File: src/rtl/collatz_pkg.sv
package collatz_pkg;

  typedef enum logic [1:0] {
    CTL_IDLE = 2'd0,
    CTL_RUN  = 2'd1,
    CTL_DONE = 2'd2,
    CTL_SHOW = 2'd3
  } ctl_state_e;

endpackage

File: src/rtl/collatz_lfsr.sv
module collatz_lfsr #(
  parameter int unsigned        W    = 16,
  parameter logic [W-1:0]       INIT = 16'h1234,
  parameter logic [W-1:0]       TAPS = 16'h002D
) (
  input  logic         clk,
  input  logic         rst,
  input  logic         adv,
  output logic [W-1:0] state_q,
  output logic [W-1:0] seed_o
);

  logic feedback;

  assign feedback = ^(state_q & TAPS);

  always_ff @(posedge clk) begin
    if (rst) begin
      state_q <= INIT;
    end else if (adv) begin
      state_q <= {feedback, state_q[W-1:1]};
    end
  end

  // a zero state would never leave the all-zero trajectory start; substitute 1
  assign seed_o = (state_q == '0) ? {{(W-1){1'b0}}, 1'b1} : state_q;

endmodule

File: src/rtl/collatz_datapath.sv
module collatz_datapath #(
  parameter int unsigned DATA_W = 16,
  parameter int unsigned TRAJ_W = 32
) (
  input  logic              clk,
  input  logic              rst,
  input  logic              load,
  input  logic              step,
  input  logic [DATA_W-1:0] seed,
  output logic [TRAJ_W-1:0] traj_q,
  output logic [DATA_W-1:0] steps_q,
  output logic              at_one
);

  localparam int unsigned EXT_W = TRAJ_W - DATA_W;

  logic [TRAJ_W-1:0] tripled;
  logic [TRAJ_W-1:0] halved;
  logic [TRAJ_W-1:0] traj_next;

  assign tripled   = (traj_q << 1) + traj_q + {{(TRAJ_W-1){1'b0}}, 1'b1};
  assign halved    = {1'b0, traj_q[TRAJ_W-1:1]};
  assign traj_next = traj_q[0] ? tripled : halved;
  assign at_one    = (traj_q == {{(TRAJ_W-1){1'b0}}, 1'b1});

  always_ff @(posedge clk) begin
    if (rst) begin
      traj_q  <= {{(TRAJ_W-1){1'b0}}, 1'b1};
      steps_q <= '0;
    end else if (load) begin
      traj_q  <= {{EXT_W{1'b0}}, seed};
      steps_q <= '0;
    end else if (step && !at_one) begin
      traj_q  <= traj_next;
      steps_q <= steps_q + 1'b1;
    end
  end

endmodule

File: src/rtl/collatz_ctl.sv
module collatz_ctl
  import collatz_pkg::*;
(
  input  logic       clk,
  input  logic       rst,
  input  logic       start_i,
  input  logic       dout_i,
  input  logic       at_one,
  output ctl_state_e state_q,
  output logic       load_seed,
  output logic       step_en,
  output logic       show_delay,
  output logic       done_o
);

  ctl_state_e state_d;
  logic       waiting;

  assign waiting    = (state_q == CTL_IDLE) || (state_q == CTL_SHOW);
  assign load_seed  = waiting && start_i;
  assign step_en    = (state_q == CTL_RUN);
  assign show_delay = (state_q == CTL_DONE) && dout_i;
  assign done_o     = (state_q == CTL_DONE);

  always_comb begin
    state_d = state_q;
    case (state_q)
      CTL_IDLE: if (start_i) state_d = CTL_RUN;
      CTL_RUN:  if (at_one)  state_d = CTL_DONE;
      CTL_DONE: if (dout_i)  state_d = CTL_SHOW;
      CTL_SHOW: if (start_i) state_d = CTL_RUN;
      default:               state_d = CTL_IDLE;
    endcase
  end

  always_ff @(posedge clk) begin
    if (rst) state_q <= CTL_IDLE;
    else     state_q <= state_d;
  end

endmodule

File: src/rtl/collatz_seed_engine.sv
module collatz_seed_engine #(
  parameter int unsigned            DATA_W    = 16,
  parameter int unsigned            TRAJ_W    = 32,
  parameter logic [DATA_W-1:0]      SEED_INIT = 16'h1234,
  parameter logic [DATA_W-1:0]      SEED_TAPS = 16'h002D
) (
  input  logic              clk,
  input  logic              rst,
  input  logic              start_i,
  input  logic              dout_i,
  output logic              done_o,
  output logic [DATA_W-1:0] data_o
);
  import collatz_pkg::*;

  ctl_state_e        state_q;
  logic              load_seed;
  logic              step_en;
  logic              show_delay;
  logic              at_one;
  logic [DATA_W-1:0] lfsr_q;
  logic [DATA_W-1:0] seed_w;
  logic [TRAJ_W-1:0] traj_q;
  logic [DATA_W-1:0] steps_q;
  logic [DATA_W-1:0] data_q;

  collatz_ctl u_ctl (
    .clk        (clk),
    .rst        (rst),
    .start_i    (start_i),
    .dout_i     (dout_i),
    .at_one     (at_one),
    .state_q    (state_q),
    .load_seed  (load_seed),
    .step_en    (step_en),
    .show_delay (show_delay),
    .done_o     (done_o)
  );

  collatz_lfsr #(
    .W    (DATA_W),
    .INIT (SEED_INIT),
    .TAPS (SEED_TAPS)
  ) u_lfsr (
    .clk     (clk),
    .rst     (rst),
    .adv     (load_seed),
    .state_q (lfsr_q),
    .seed_o  (seed_w)
  );

  collatz_datapath #(
    .DATA_W (DATA_W),
    .TRAJ_W (TRAJ_W)
  ) u_dp (
    .clk     (clk),
    .rst     (rst),
    .load    (load_seed),
    .step    (step_en),
    .seed    (seed_w),
    .traj_q  (traj_q),
    .steps_q (steps_q),
    .at_one  (at_one)
  );

  always_ff @(posedge clk) begin
    if (rst)             data_q <= '0;
    else if (load_seed)  data_q <= seed_w;
    else if (show_delay) data_q <= steps_q;
  end

  assign data_o = data_q;

endmodule

File: config.mk
export PLATFORM = sky130hd
export DESIGN_NAME = collatz_seed_engine
export DESIGN_NICKNAME = d
export VERILOG_FILES = /design/src/rtl/collatz_pkg.sv /design/src/rtl/collatz_lfsr.sv /design/src/rtl/collatz_datapath.sv /design/src/rtl/collatz_ctl.sv /design/src/rtl/collatz_seed_engine.sv
export SDC_FILE = /design/constraint.sdc
export NUM_CORES = 1
export LEC_CHECK = 0
export BUFFER_PORTS_ARGS = -buffer_cell sky130_fd_sc_hd__clkbuf_2
export CAP_MARGIN = 20
export CORE_MARGIN = 2
export CORE_UTILIZATION = 57
export DETAILED_ROUTE_END_ITERATION = 10
export GPL_ROUTABILITY_DRIVEN = 0
export PLACE_DENSITY = 0.86
export SYNTH_ARGS = -nofsm -noshare
export SYNTH_HDL_FRONTEND = slang
export SYNTH_SLANG_ARGS = --single-unit
File: constraint.sdc
create_clock -name clk -period 3.03 [get_ports clk]
set_input_delay 0.606 -clock clk [delete_from_list [all_inputs] [get_ports clk]]
set_output_delay 0.606 -clock clk [all_outputs]
set_load 0.01 [all_outputs]
Word-level counts from Yosys, hierarchy flattened
Cells that the tools add are included.
- bits in registers: 82
- logic and storage cells: 39
- input bits: 4
- $add $sub $neg: 3
- equality and inequality tests: 7
- reduce and logical (&&, ||, !) cells: 13
- mux-type cells: 10
- operator list (operator ; number):
    $mux 16 ; 5
    $add 32x1->32 const B ; 1
    $add 32x32->32 ; 1
    $eq 32x1->1 const B ; 1
    $mux 32 ; 1
    $add 16x1->16 const B ; 1
    $logic_not 16->1 ; 1
    $reduce_xor 16->1 ; 1
    $mux 2 ; 3
    $pmux 2 s3 ; 1
    $eq 2x2->1 const B ; 2
    $ne 2x2->1 const B ; 2
    $reduce_bool 2->1 ; 2
    $reduce_or 2->1 ; 2
    $logic_and 1x1->1 ; 3
    $reduce_and 3->1 ; 1
    $eq 2x1->1 const B ; 1
    $logic_not 2->1 ; 1
    $ne 2x1->1 const B ; 1
    $logic_not 1->1 ; 1
    $logic_or 1x1->1 ; 1

Depth between registers and ports, before layout
- depth in word-level cells: 5
- mapped depth: 13
- depth with buffers taken out: 11

Hierarchy
From an unflattened synthesis, not the netlist that was laid out.
- cells, all modules: 713
- area, all modules: 6010.8 um^2
- modules (own cells, without submodules) (module ; cells each ; instances ; area an instance (um^2)):
    collatz_datapath ; 546 ; 1 ; 4312.9
    collatz_seed_engine ; 71 ; 1 ; 805.8
    collatz_lfsr ; 77 ; 1 ; 709.4
    collatz_ctl ; 19 ; 1 ; 182.7

Worst setup path before layout
Ideal clock, no wire load.
- path type: reg-to-reg
- start point: register u_dp.traj_q[0]
- end point: register u_dp.traj_q[27]
- required time: 2.939 ns
- stages on the path, launching flop included: 14
- arrival time: 3.007 ns
- setup time: 0.091 ns
- path buffers: 2
- clock period less this slack: 3.098 ns
- slack: -0.068 ns
- cell sequence: dfxtp_1 clkbuf_1 clkinv_1 clkbuf_1 fa_1 nor2b_1 o21a_1 o21ai_1 a21oi_2 a21oi_2 a31oi_2 a41oi_1 xor2_1 a311oi_1
- longest elaborated chain between the ends: 3
- ends and longest elaborated chain (what ; RTL line ; text):
    start, declared ; collatz_datapath.sv:10 ; output logic [TRAJ_W-1:0] traj_q,
    start signal, assigned ; collatz_datapath.sv:28 ; traj_q <= {{(TRAJ_W-1){1'b0}}, 1'b1};
    start signal, assigned ; collatz_datapath.sv:31 ; traj_q <= {{EXT_W{1'b0}}, seed};
    start signal, assigned ; collatz_datapath.sv:34 ; traj_q <= traj_next;
    $add 32x32->32 or $eq 32x1->1 (tied branches) ; collatz_datapath.sv:21, collatz_datapath.sv:24 ;
    $add 32x1->32 or $logic_not 1->1 (tied branches) ; collatz_datapath.sv:21, collatz_datapath.sv:33 ;
    $mux 32 or $logic_and 1x1->1 (tied branches) ; collatz_datapath.sv:23, collatz_datapath.sv:33 ;
Several ways; a longest one is shown, not always the timed one.
A chain may end at the register's enable or synchronous reset.

Worst setup path in the final report
- start point: register u_dp.traj_q[2]
- end point: register u_dp.traj_q[27]
The elaborated chain is that of the path after synthesis.

==> flow_summary.yaml <==
pwr:
  power_w: 0.00539
  peakVddDrop_uv: 577
  p_int_w: 0.00274
  switching_power_w: 0.00265
  power_leakage_nw: 2.50
  sequentialPowerShare_pct: 30.4
  comb_power_share_pct: 55.4
  pwr-share-clk_pct: 14.2
  power.density_mw_per_mm2: 899
  p_sw_share_pct: 49.2
synth:
  synth_compound_area_share_pct: 26.9
  netlist_instances: 730
  yosysWarnings: 0
  synth_fa_ha_area_share_pct: 11.9
  synthTopCellsByArea: "dfxtp_1, ha_1, nand2_1"
  synth-async-reset-ratio_pct: 0
  synthesis.area_mm2: 0.00566
  yosysTopAreaCell: "dfxtp_1"
  ys.flop_type: "dfxtp_1"
  syn_avg_cell_area_um2: 7.75
  synth-edff-count: 0
  synth_simple_gate_area_share_pct: 18.4
  yosysMostFrequentCell: "nand2_1"
  synth_nets: 787
  ys_seq_elements: 82
  synth_cell_types: 63
  yosysTopAreaCellShare_pct: 29.0
  ys_seq_area_share_pct: 29.0
  synthTopCellsByCount: "nand2_1, dfxtp_1, a21oi_1"
  synth_top_family_by_area: "compound AO/OA/AOI/OAI gates"
  synthMuxAreaShare_pct: 1.08
  synth_xor_area_share_pct: 6.35
routing:
  viasPerCell: 6.24
  drt-pass1-iter-count: 6
  drc: 0
  dr_total_vias: 5396
  dr.first_iter.drc_count: 479
  ant_nets: 0
  wl_per_cell_um: 17.3
  routed_wirelength_um: 15000
finish:
  nets: 784
  regArea_mm2: 0.00164
  antenna_cells: 0
  drive_gt1_share_pct: 9.56
  multiInputGateArea_mm2: 0.00366
  fin_area_mm2: 0.00600
  nFillCells: 810
  finalNonFillerCells: 865
  syn2layout_area_growth_pct: 6.10
  post-route-util_pct: 62.0
timing:
  slew_viol_final: 0
  tns_ns: 0
  setup-violations-final: 0
  period_needed_ns: 2.88
  fin_crit_sh_pct: 95.2
  rsz0062_at_grt: "no"
  relSlewSlack_pct: 48.9
  hold_violations: 0
  clock_skew_ns: 0.0108
  fmax_mhz: 347
  worst-slew-pin-transition_ns: 0.767
floorplan:
  die_w_um: 104
  start_util_pct: 58.4
  die_h_um: 104
  fp.coreArea_mm2: 0.00968
  top_level_ports: 21
  die-area_mm2: 0.0107
  num_rows: 36
worst_setup_path:
  critPathRequiredTime_ns: 3.29
  r2r-end: "u_dp.traj_q[27]"
  r2r_slack_ns: 0.15
  end_kind: "flip-flop"
  crit_path_end: "u_dp.traj_q[27]"
  timing.rr.start: "u_dp.traj_q[2]"
  cp-start-kind: "flip-flop"
  startpoint: "u_dp.traj_q[2]"
  critPathMaxStageDelay_ns: 0.43
  crit_top_cell: "a21oi_2"
  critPathKind: "flip-flop to flip-flop"
  ff2ff_path_depth: 11
  path_max_fanout: 5
  crit_chain: "inv_1 > ha_1 > nor2b_1 > o21a_1 > o21ai_1 > a21oi_2 > a21oi_2 > a31oi_2 > a41oi_1 > xor2_1 > a311oi_1"
  crit_arrival_ns: 3.14
  cp_slowest_cell: "dfxtp_1"
grt:
  grt_pass1_wl_um: 25200
  antenna_found_initial: 0
  grt_max_degree: 47
  grt_overflow: 0
  track_usage_pct: 28.0
  grt_pass1_vias: 5227
clocking:
  cts-root-buf: "clkbuf_8"
  clkLatencyLatePin_ns: 0.37
  cts_made_buffers: 9
  path_clk_slew_ns: 0.09
  cts-resized-gates: 0
  cts_tree: "built"
  cts.htree.levels: 3
  clk_path_buf_depth: 2
  cts.sinks: 82
  holdBufCountCts: 0
  postCtsSetupBuffers: 0
outcome:
  status: "completed"
min_path:
  min-delay-path-class: "flip-flop to flip-flop"
placement:
  dp_cells: 849
  hpwl_um: 10900
  dpl_cell_area_mm2: 0.00583
  port_buffers: 20
flow_run:
  maxCapViolations: 0
## per-layer routing
metal,track usage [%],vias to the layer above,wire [µm]
met5,0,-,0
met4,13.2,0,688
met3,5.35,54,1180
met2,47.2,261,6960
met1,34.6,2494,6170
li1,-,2587,-
## cell families (layout without fill, tap and decap cells)
| logic type | after synthesis | in the layout |
|---|---|---|
| XOR/XNOR | 41 | 41 |
| flip-flops | 82 | 82 |
| adder cells (fa/ha/maj) | 53 | 53 |
| AND/OR/NAND/NOR | 231 | 231 |
| AO/OA/AOI/OAI | 228 | 228 |
| buffers and inverters | 89 | 91 |
| multiplexers | 6 | 6 |
## critical path, delay by kind of cell, from the launching register on
family	cells	cell delay, ns
adder cells (fa/ha/maj)	1	0.37
XOR/XNOR	1	0.10
AND/OR/NAND/NOR	1	0.16
buffers and inverters	1	0.12
flip-flops	1	0.43
AO/OA/AOI/OAI	7	1.60
## registers in the layout (all words and copies together) (netlist names), named ones only
name / count
u_dp.traj_q: 31
data_o: 16
u_dp.steps_q: 16
u_lfsr.state_q: 16
u_ctl.state_q: 2
## cells in the final DEF (no fill, tap or decap), types with 3 or more instances in the layout
cell type,Yosys,routed
a21oi_1,69,69
nor2b_1,6,6
nand3_1,14,14
and2_1,4,4
o21ai_0,33,33
mux2i_1,5,5
o21ai_1,7,7
o21a_1,6,6
a21o_1,19,19
xnor2_1,15,15
nor2_1,58,58
nor4_1,3,3
inv_1,41,41
ha_1,52,52
a21oi_2,5,5
clkbuf_8,0,9
inv_6,0,3
clkbuf_2,0,20
nand2b_1,3,3
o22ai_1,12,12
nand2_1,99,99
a221oi_1,3,3
a211oi_1,12,12
nand4_1,17,17
and3_1,6,6
dfxtp_1,82,82
nor3_1,9,9
o211ai_1,7,7
buf_4,1,13
a311oi_1,15,15
a31oi_1,16,16
xor2_1,26,26
o21bai_1,5,5
## worst min path at each step
stage / start / end / depth (start not counted)
6_report: u_lfsr.state_q[12] / u_lfsr.state_q[12] / 2
5_1_grt: data_o[7] / data_o[7] / 2
4_1_cts: u_lfsr.state_q[12] / u_lfsr.state_q[12] / 2
3_5_place_dp: u_lfsr.state_q[9] / u_lfsr.state_q[9] / 2
3_3_place_gp: u_lfsr.state_q[9] / u_lfsr.state_q[9] / 2
2_1_floorplan: u_lfsr.state_q[9] / u_lfsr.state_q[9] / 2
## power by group through the flow
stage	clock [W]	combinational [W]	sequential, W
after global placement	0	0.00280	0.00163
final	0.000765	0.00299	0.00164
after floorplan	0	0.00218	0.00161
after global routing	0.000806	0.00326	0.00168
after CTS	0.000763	0.00293	0.00163
after detailed placement	0	0.00290	0.00165
## layout make-up
type,instances,area share (%)
repair buffers,33,3.29
flip-flops and latches,82,27.4
multi-input cells,559,61.0
well taps,133,2.77
clock buffers,10,2.13
clock inverters,6,0.792
inverters,42,2.63
## per-stage QoR
step | hold slack (ns) | setup WS [ns]
after detailed placement | 0.469 | 0.232
after global routing | 0.514 | 0.0456
final | 0.480 | 0.147
after floorplan | 0.445 | 0.100
after CTS | 0.476 | 0.215
after global placement | 0.456 | 0.471
No activity file was read; power rests on OpenSTA's default activity.
